File: config.mk
export PLATFORM = sky130hd
export DESIGN_NAME = colmap_top
export DESIGN_NICKNAME = d
export VERILOG_FILES = /design/src/rtl/colmap_pkg.sv /design/src/rtl/colmap_regs.sv /design/src/rtl/colmap_decode.sv /design/src/rtl/colmap_top.sv
export SDC_FILE = /design/constraint.sdc
export NUM_CORES = 1
export LEC_CHECK = 0
export BUFFER_PORTS_ARGS = -buffer_cell sky130_fd_sc_hd__buf_2
export CAP_MARGIN = 20
export CORE_ASPECT_RATIO = 2
export CORE_MARGIN = 2
export CORE_UTILIZATION = 40
export CTS_CLUSTER_SIZE = 24
export DETAILED_ROUTE_END_ITERATION = 7
export GPL_TIMING_DRIVEN = 0
export HOLD_SLACK_MARGIN = 0.05
export PLACE_DENSITY_LB_ADDON = 0.12
export SYNTH_ARGS = -nofsm -noshare
export SYNTH_HDL_FRONTEND = slang
export SYNTH_HIERARCHICAL = 1
export SYNTH_SLANG_ARGS = --single-unit
File: constraint.sdc
create_clock -name clk -period 4.1 [get_ports clk]
set_input_delay 1.025 -clock clk [delete_from_list [all_inputs] [get_ports clk]]
set_output_delay 1.025 -clock clk [all_outputs]
set_load 0.02 [all_outputs]
File: src/rtl/colmap_pkg.sv
package colmap_pkg;

    localparam int NSEL        = 4;
    localparam int FIELD_W     = 5;
    localparam int SLOT_W      = 8;
    localparam int REG_W       = 32;
    localparam int BASE0       = 6;
    localparam int MAX_OFFSET  = 7;
    localparam logic [FIELD_W-1:0] UNUSED_CODE = 5'd31;

    typedef enum logic [1:0] {
        WM_FULL    = 2'd0,
        WM_HALF    = 2'd1,
        WM_QUARTER = 2'd2,
        WM_RSVD    = 2'd3
    } width_mode_e;

    // Selector 0 has no unused code; the others accept 31 as unused.
    function automatic logic field_legal(input int sel, input logic [FIELD_W-1:0] v);
        return (v <= FIELD_W'(MAX_OFFSET)) || (v == UNUSED_CODE && sel != 0);
    endfunction

    // Destination column bit of a selector, from bus width and memory family.
    function automatic logic [4:0] dest_bit(input int sel, input width_mode_e m, input logic lp);
        logic [4:0] d;
        d = 5'(BASE0 + sel);
        case (m)
            WM_HALF: begin
                case (sel)
                    0:       d = 5'd7;
                    1:       d = 5'd8;
                    2:       d = 5'd9;
                    default: d = lp ? 5'd10 : 5'd11;
                endcase
            end
            WM_QUARTER: begin
                case (sel)
                    0:       d = 5'd8;
                    1:       d = 5'd9;
                    2:       d = lp ? 5'd10 : 5'd11;
                    default: d = lp ? 5'd11 : 5'd13;
                endcase
            end
            default: d = 5'(BASE0 + sel);
        endcase
        return d;
    endfunction

endpackage

File: src/rtl/colmap_regs.sv
module colmap_regs
    import colmap_pkg::*;
#(
    parameter int N_SEL = NSEL,
    parameter int FW    = FIELD_W
) (
    input  logic                      clk,
    input  logic                      rst_n,
    input  logic                      idle_i,
    input  logic                      we_i,
    input  logic [REG_W-1:0]          wdata_i,
    output logic [N_SEL-1:0][FW-1:0]  fields_o,
    output logic [REG_W-1:0]          rdata_o,
    output logic                      wr_err_o,
    output logic                      cfg_err_o
);

    typedef struct packed {
        logic [N_SEL-1:0][FW-1:0] fld;
        logic                     werr;
        logic                     cerr;
    } regs_t;

    regs_t st_d, st_q;
    logic  accept;
    logic  bad_field;

    always_comb begin
        st_d      = st_q;
        accept    = we_i && idle_i;
        bad_field = 1'b0;
        for (int s = 0; s < N_SEL; s++) begin
            if (!field_legal(s, wdata_i[s*SLOT_W +: FW]))
                bad_field = 1'b1;
        end
        if (accept) begin
            for (int s = 0; s < N_SEL; s++)
                st_d.fld[s] = wdata_i[s*SLOT_W +: FW];
            if (bad_field)
                st_d.cerr = 1'b1;
        end
        if (we_i && !idle_i)
            st_d.werr = 1'b1;
    end

    always_ff @(posedge clk) begin
        if (!rst_n) st_q <= '0;
        else        st_q <= st_d;
    end

    always_comb begin
        rdata_o = '0;
        for (int s = 0; s < N_SEL; s++)
            rdata_o[s*SLOT_W +: FW] = st_q.fld[s];
    end

    assign fields_o  = st_q.fld;
    assign wr_err_o  = st_q.werr;
    assign cfg_err_o = st_q.cerr;

    p_busy_write_drop_r9: assert property (@(posedge clk) disable iff (!rst_n)
        (we_i && !idle_i) |=> $stable(rdata_o));
    p_werr_sticky_r9: assert property (@(posedge clk) disable iff (!rst_n)
        wr_err_o |=> wr_err_o);
    p_werr_cause_r9: assert property (@(posedge clk) disable iff (!rst_n)
        (!wr_err_o && !(we_i && !idle_i)) |=> !wr_err_o);
    p_cerr_sticky_r3: assert property (@(posedge clk) disable iff (!rst_n)
        cfg_err_o |=> cfg_err_o);

endmodule

File: src/rtl/colmap_decode.sv
module colmap_decode
    import colmap_pkg::*;
#(
    parameter int N_SEL = NSEL,
    parameter int FW    = FIELD_W,
    parameter int AW    = 17,
    parameter int CW    = 14,
    localparam int SRCW = $clog2(AW),
    localparam int DSTW = $clog2(CW)
) (
    input  logic [N_SEL-1:0][FW-1:0]   fields_i,
    input  logic [1:0]                 mode_i,
    input  logic                       lp_i,
    output logic [N_SEL-1:0]           en_o,
    output logic [N_SEL-1:0][SRCW-1:0] src_o,
    output logic [N_SEL-1:0][DSTW-1:0] dst_o
);

    width_mode_e mode;
    assign mode = width_mode_e'(mode_i);

    for (genvar g = 0; g < N_SEL; g++) begin : g_sel
        logic [FW:0] src_full;
        logic [4:0]  dst_full;
        logic        legal;

        always_comb begin
            src_full = (FW+1)'(BASE0 + g) + {1'b0, fields_i[g]};
            dst_full = dest_bit(g, mode, lp_i);
            legal    = field_legal(g, fields_i[g]) && (fields_i[g] != UNUSED_CODE);
            en_o[g]  = legal && (src_full < (FW+1)'(AW)) && (dst_full < 5'(CW));
            src_o[g] = src_full[SRCW-1:0];
            dst_o[g] = dst_full[DSTW-1:0];
        end
    end

endmodule

File: src/rtl/colmap_top.sv
module colmap_top
    import colmap_pkg::*;
#(
    parameter int AW = 17,
    parameter int CW = 14
) (
    input  logic              clk,
    input  logic              rst_n,
    input  logic              idle_i,
    input  logic              reg_we_i,
    input  logic [31:0]       reg_wdata_i,
    output logic [31:0]       reg_rdata_o,
    input  logic [1:0]        bus_width_i,
    input  logic              lpddr_i,
    input  logic [AW-1:0]     host_addr_i,
    output logic [CW-1:0]     col_addr_o,
    output logic              wr_err_o,
    output logic              cfg_err_o
);

    localparam int PASS = BASE0;
    localparam int SRCW = $clog2(AW);
    localparam int DSTW = $clog2(CW);

    logic [NSEL-1:0][FIELD_W-1:0] fields;
    logic [NSEL-1:0]              sel_en;
    logic [NSEL-1:0][SRCW-1:0]    sel_src;
    logic [NSEL-1:0][DSTW-1:0]    sel_dst;
    logic [CW-1:0]                col_d, col_q;

    colmap_regs #(.N_SEL(NSEL), .FW(FIELD_W)) regs_i (
        .clk       (clk),
        .rst_n     (rst_n),
        .idle_i    (idle_i),
        .we_i      (reg_we_i),
        .wdata_i   (reg_wdata_i),
        .fields_o  (fields),
        .rdata_o   (reg_rdata_o),
        .wr_err_o  (wr_err_o),
        .cfg_err_o (cfg_err_o)
    );

    colmap_decode #(.N_SEL(NSEL), .FW(FIELD_W), .AW(AW), .CW(CW)) dec_i (
        .fields_i (fields),
        .mode_i   (bus_width_i),
        .lp_i     (lpddr_i),
        .en_o     (sel_en),
        .src_o    (sel_src),
        .dst_o    (sel_dst)
    );

    always_comb begin
        col_d = '0;
        for (int i = 0; i < PASS; i++)
            col_d[i] = host_addr_i[i];
        for (int s = 0; s < NSEL; s++) begin
            if (sel_en[s])
                col_d[sel_dst[s]] = host_addr_i[sel_src[s]];
        end
    end

    always_ff @(posedge clk) begin
        if (!rst_n) col_q <= '0;
        else        col_q <= col_d;
    end

    assign col_addr_o = col_q;

    p_passthru_r10: assert property (@(posedge clk) disable iff (!rst_n)
        rst_n |=> col_addr_o[PASS-1:0] == $past(host_addr_i[PASS-1:0]));
    p_ddr_bit10_zero_r7: assert property (@(posedge clk) disable iff (!rst_n)
        !lpddr_i |=> col_addr_o[10] == 1'b0);
    p_unused_b9_zero_r2: assert property (@(posedge clk) disable iff (!rst_n)
        (reg_rdata_o[28:24] == UNUSED_CODE && (bus_width_i == 2'd0 || bus_width_i == 2'd3))
        |=> col_addr_o[9] == 1'b0);
    p_top_bits_zero_r10: assert property (@(posedge clk) disable iff (!rst_n)
        (bus_width_i != 2'd2) |=> col_addr_o[13:12] == 2'b00);

endmodule

==> impl_metrics.env, run 1 <==
export IMPL_critPathMaxFanout=11
export IMPL_post_cts_resized=0
export IMPL_io_buffers=79
export IMPL_post_synth_top_count_cell="nand2_1"
export IMPL_route_detailed_drc=0
export IMPL_synth_top_area_share_pct=19.79
export IMPL_worstMarginPinSlew_ns=0.7793
export IMPL_dr_first_iter_drc_count=196
export IMPL_nets=652
export IMPL_cts_root_buffer="clkbuf_16"
export IMPL_rr_worst_depth=8
export IMPL_track_usage_pct=24.17
export IMPL_synth_area_leader_cell="dfxtp_1"
export IMPL_core_area_sq_um=8951
export IMPL_hold_viol=0
export IMPL_dpl_hpwl_um=9895
export IMPL_netlist_top_cells_area="dfxtp_1 20%, buf_4 8.7%, nand2_1 6.5%"
export IMPL_grt_pass1_wl_um=18620
export IMPL_yosys_warnings=6
export IMPL_cts_path_max_buffers=2
export IMPL_cts_tree="built"
export IMPL_ys_types=62
export IMPL_synth_area_per_cell_sq_um=7.492
export IMPL_critical_path_class="in -> reg"
export IMPL_routed_via_count=3868
export IMPL_synth_area_sq_um=3641
export IMPL_max_cap_violations=0
export IMPL_maxSlewHeadroom_pct=47.81
export IMPL_critical_path_endpoint_type="flop"
export IMPL_grt_pass1_vias=3815
export IMPL_die_width_um=71.46
export IMPL_final_cell_count_no_fill=688
export IMPL_fmax_mhz=271.4
export IMPL_detail_route_antenna_nets=0
export IMPL_status="finished, final reports clean"
export IMPL_startpoint_type="input port"
export IMPL_min_period_ns=3.685
export IMPL_place_inst=679
export IMPL_synthToLayoutAreaGrowth_pct=20.55
export IMPL_slew_violations=0
export IMPL_rsz0062_at_grt="no"
export IMPL_firstDrtPassIters=4
export IMPL_clk_pin_slew_worst_paths_ns=0.06
export IMPL_ys_seq_elements=36
export IMPL_p_per_area_nw_per_um2=290.8
export IMPL_power_leakage_nw=1.892
export IMPL_die_h_um=138.9
export IMPL_synth_edff_count=0
export IMPL_synth_cells=486
export IMPL_die_area_sq_um=9928
export IMPL_io_pins=104
export IMPL_antenna_cells=0
export IMPL_tns_ns=0
export IMPL_routed_via_density=5.622
export IMPL_synth_common_cells="63 x nand2_1, 43 x nor2_1, 42 x buf_4"
export IMPL_fin_skew_ns=0.005224
export IMPL_hold_buffers=0
export IMPL_grt_max_degree=13
export IMPL_synth_flop_cell="dfxtp_1"
export IMPL_htree_levels=2
export IMPL_cts_buffers=5
export IMPL_crit_required_ns=4.25
export IMPL_row_count=49
export IMPL_cp_data_arrival_time_ns=3.84
export IMPL_place_congestion=0.9685
export IMPL_cts_sinks=36
export IMPL_setup_violations=0
export IMPL_ys_async_sr_fraction_pct=0
export IMPL_ir_drop_mv=0.2475
export IMPL_ys_seq_area_share_pct=19.79
export IMPL_antenna_found_initial=0
export IMPL_routedWlPerCell_um=17.28
export IMPL_clk_latency_ns=0.29
export IMPL_start_util_pct=40.68
export IMPL_finalCritPeriodShare_pct=89.87
export IMPL_grt_overflow=0
export IMPL_min_delay_path_depth=1
export IMPL_layout_drive_gt1_share_pct=26.11
export IMPL_wirelength_um=11890
export IMPL_postCtsSetupBuffers=0
export IMPL_hold_class="reg -> reg"
-- logic make-up after synthesis --
logic type	after synthesis	share of synthesized area [%]
simple gates	202	27.97
compound gates	113	21.92
buf+inv	82	13.23
flops	36	19.79
mux	30	10.82
fa+ha+maj	11	3.780
xor+xnor	9	2.165
other cells	3	0.3093
-- where the power goes --
part | switching, mW | internal, mW | leakage, nW
combinational | 0.273 | 0.167 | 1.52
sequential | 0.0143 | 0.371 | 0.295
clock | 0.165 | 0.286 | 0.0798
-- critical path, cell delays in order --
cell,delay [ns]
buf_2,0.10
inv_1,0.06
ha_1,0.52
inv_1,0.21
and3_1,0.21
a2111oi_0,0.35
dlymetal6s2s_1,0.24
nand2_1,0.09
nor2_1,0.27
nand3_1,0.16
nor4b_1,0.20
a211oi_1,0.39
-- sequential cells by signal, indices dropped and copies added, names as in the netlist --
| name | count |
|---|---|
| col_addr_o | 14 |
| regs_i/fields_o | 20 |
| regs_i/wr_err_o | 1 |
| regs_i/cfg_err_o | 1 |
-- worst paths after layout --
| kind | from | end | slack (ns) |
|---|---|---|---|
| worst max-delay path | bus_width_i[0] | col_addr_o[11] | 0.42 |
| worst min-delay path | regs_i/wr_err_o | regs_i/wr_err_o | 0.47 |
| worst max register to register | regs_i/fields_o[13] | col_addr_o[11] | 1.27 |
| worst min register to register | regs_i/wr_err_o | regs_i/wr_err_o | 0.47 |
-- area by class of cell --
class / count / area, sq um
plain buffers: 62 / 406.6
clock buffers: 5 / 125.1
clock inverters: 3 / 42.54
fillers: 916 / 4562
inverters: 20 / 75.07
multi-input cells: 380 / 2484
flip-flops and latches: 36 / 720.7
well taps: 102 / 127.6
repair buffers: 80 / 407.9
-- routing by layer --
metal	track usage (%)	vias to the layer above	part of all wire, %	wire (um)
li1	-	1913	-	-
met4	17.68	0	7.5	896
met5	0	-	0	0
met2	46.88	134	57	6725
met3	3.706	54	4.2	501
met1	20.87	1767	32	3766
-- stage by stage --
| stage | power, mW | utilization [%] | setup slack (ns) | hold slack (ns) | cell area (sq um) |
|---|---|---|---|---|---|
| after floorplan | 0.6906 | - | 0.6982 | 0.4573 | 3686 |
| after global placement | 0.8186 | 47.02 | -0.1348 | 0.4530 | 4209 |
| after detailed placement | 0.8216 | 47.02 | -0.1691 | 0.4570 | 4209 |
| after CTS | 1.273 | 48.90 | 0.1234 | 0.4717 | 4377 |
| after global routing | 1.338 | 49.04 | 0.2929 | 0.4973 | 4389 |
| final | 1.276 | 49.04 | 0.4153 | 0.4679 | 4389 |
-- cells in the final DEF (no fill, tap or decap), types with 5 or more instances in the layout --
cell type / count
a31oi_1: 8
buf_2: 86
or3_1: 6
inv_1: 20
a21oi_1: 22
clkbuf_16: 5
nor2_1: 43
nand2b_1: 11
nor3_1: 11
ha_1: 11
nand4_1: 6
nand3b_1: 7
nand2_1: 63
dfxtp_1: 36
conb_1: 15
buf_4: 42
nand3_1: 17
clkbuf_1: 9
o221ai_1: 6
a211oi_1: 5
nor2b_1: 7
a21boi_0: 20
o21ai_0: 12
a41oi_1: 5
mux2i_1: 21
o31ai_1: 8
xnor2_1: 6
Note: power is estimated with default switching activity, not from simulation.
==> run 2: changes to the inputs <==
CORE_MARGIN = unset   (was 2)
==> run 2 against run 1 <==
Net effect:
- register-to-register slack worse by 0.16 ns
- routed wire length down 1.6%
- flip-flop and latch count is the same
- combinational power about the same
- critical path depth unchanged
- clock-buffer cell count up 3
- cell area shrank 0.54%
- worst hold slack gained 0.021 ns
- non-clock buffer count is the same
- via count is 0.54% higher
- largest cell class unchanged
==> impl_metrics.env, run 2 (synthesized netlist as in run 1, its figures left out) <==
export IMPL_layout_commonest_cell="buf_2"
export IMPL_final_cell_count_no_fill=686
export IMPL_core_area_sq_um=8708
export IMPL_grt_max_degree=13
export IMPL_setup_violations=0
export IMPL_io_pins=104
export IMPL_postCtsSetupBuffers=0
export IMPL_hold_class="reg -> reg"
export IMPL_ir_drop_mv=0.2346
export IMPL_cts_tree="built"
export IMPL_slowest_delay_ns=0.50
export IMPL_die_width_um=69.46
export IMPL_critical_path_most_common_cell="inv_1"
export IMPL_worstMarginPinSlew_ns=0.9297
export IMPL_antenna_found_initial=0
export IMPL_fmax_mhz=272.8
export IMPL_routed_via_count=3889
export IMPL_start_util_pct=41.81
export IMPL_finalCritPeriodShare_pct=89.40
export IMPL_place_inst=677
export IMPL_largest_reg_flops=20
export IMPL_power_leakage_nw=1.884
export IMPL_antenna_cells=0
export IMPL_total_power_mw=1.217
export IMPL_critical_path_endpoint_type="flop"
export IMPL_dpl_hpwl_um=9694
export IMPL_startpoint_type="input port"
export IMPL_post_cts_resized=0
export IMPL_routed_via_density=5.669
export IMPL_crit_required_ns=4.24
export IMPL_place_congestion=0.9484
export IMPL_hold_viol=0
export IMPL_critPathBufInv=4
export IMPL_io_buffers=79
export IMPL_clk_latency_ns=0.28
export IMPL_htree_levels=2
export IMPL_wirelength_um=11700
export IMPL_path_cells="buf_2, inv_1, ha_1, inv_1, and3_1, a2111oi_0, dlymetal6s2s_1, nand2_1, nor2_1, nand3_1, nor4b_1, a211oi_1"
export IMPL_slowest_stage="ha_1"
export IMPL_grt_pass1_vias=3841
export IMPL_dr_first_iter_drc_count=209
export IMPL_critPathMaxFanout=11
export IMPL_layout_drive_gt1_share_pct=25.77
export IMPL_nets=652
export IMPL_row_count=48
export IMPL_rsz0062_at_grt="no"
export IMPL_cts_buffers=5
export IMPL_num_fill_cells=854
export IMPL_route_detailed_drc=0
export IMPL_post_route_util_pct=50.13
export IMPL_status="finished, final reports clean"
export IMPL_die_area_sq_um=9511
export IMPL_synthToLayoutAreaGrowth_pct=19.90
export IMPL_clk_pin_slew_worst_paths_ns=0.06
export IMPL_detail_route_antenna_nets=0
export IMPL_track_usage_pct=25.00
export IMPL_grt_pass1_wl_um=18370
export IMPL_firstDrtPassIters=4
export IMPL_final_cell_mix="86 x buf_2, 63 x nand2_1, 43 x nor2_1, 42 x buf_4, 36 x dfxtp_1"
export IMPL_cts_root_buffer="clkbuf_16"
export IMPL_grt_overflow=0
export IMPL_fin_skew_ns=0.003663
export IMPL_slew_violations=0
export IMPL_max_cap_violations=0
export IMPL_cts_sinks=36
export IMPL_die_h_um=136.9
export IMPL_min_period_ns=3.666
export IMPL_cp_data_arrival_time_ns=3.81
export IMPL_hold_buffers=0
export IMPL_cpLargestDelayFamily="simple AND/OR/NAND/NOR gates"
export IMPL_rrSetupSlack_ns=1.11
export IMPL_tns_ns=0
export IMPL_routedWlPerCell_um=17.05
export IMPL_p_per_area_nw_per_um2=278.8
export IMPL_critical_path_class="in -> reg"
export IMPL_maxSlewHeadroom_pct=37.73
export IMPL_cts_path_max_buffers=2
run 2: metal layers:
layer / part of all wire, % / vias up / global-route usage, %
met5: 0 / - / 0
met3: 4.6 / 68 / 4.566
met1: 32 / 1748 / 19.75
li1: - / 1921 / -
met2: 55 / 152 / 50.05
met4: 8.7 / 0 / 22.11
run 2: path summary, 6_finish.rpt:
path         cells after the start         endpoint                from
max                             12   col_addr_o[11]      bus_width_i[0]
min                              1  regs_i/wr_err_o     regs_i/wr_err_o
max reg2reg                      9   col_addr_o[11]  regs_i/fields_o[1]
min reg2reg                      1  regs_i/wr_err_o     regs_i/wr_err_o
run 2: power breakdown:
group / internal [mW] / total [mW] / switching [mW]
Combinational: 0.167 / 0.438 / 0.271
Clock: 0.243 / 0.393 / 0.151
Sequential: 0.371 / 0.386 / 0.0148
run 2: layout make-up:
cell class	count	area (sq um)	area share [%]
clock buffer	8	146.4	3.353
multi-input combinational	380	2484	56.89
buffer	62	406.6	9.315
sequential	36	720.7	16.51
timing repair buffer	80	407.9	9.344
tap	100	125.1	2.866
inverter	20	75.07	1.720
run 2: stage by stage:
step	area, sq um	worst slack (ns)	hold slack (ns)
2_1_floorplan	3686	0.6982	0.4573
3_3_place_gp	4207	-0.1135	0.4515
3_5_place_dp	4207	-0.1575	0.4777
4_1_cts	4353	0.1327	0.4899
5_1_grt	4365	0.1912	0.5073
6_report	4365	0.4344	0.4890
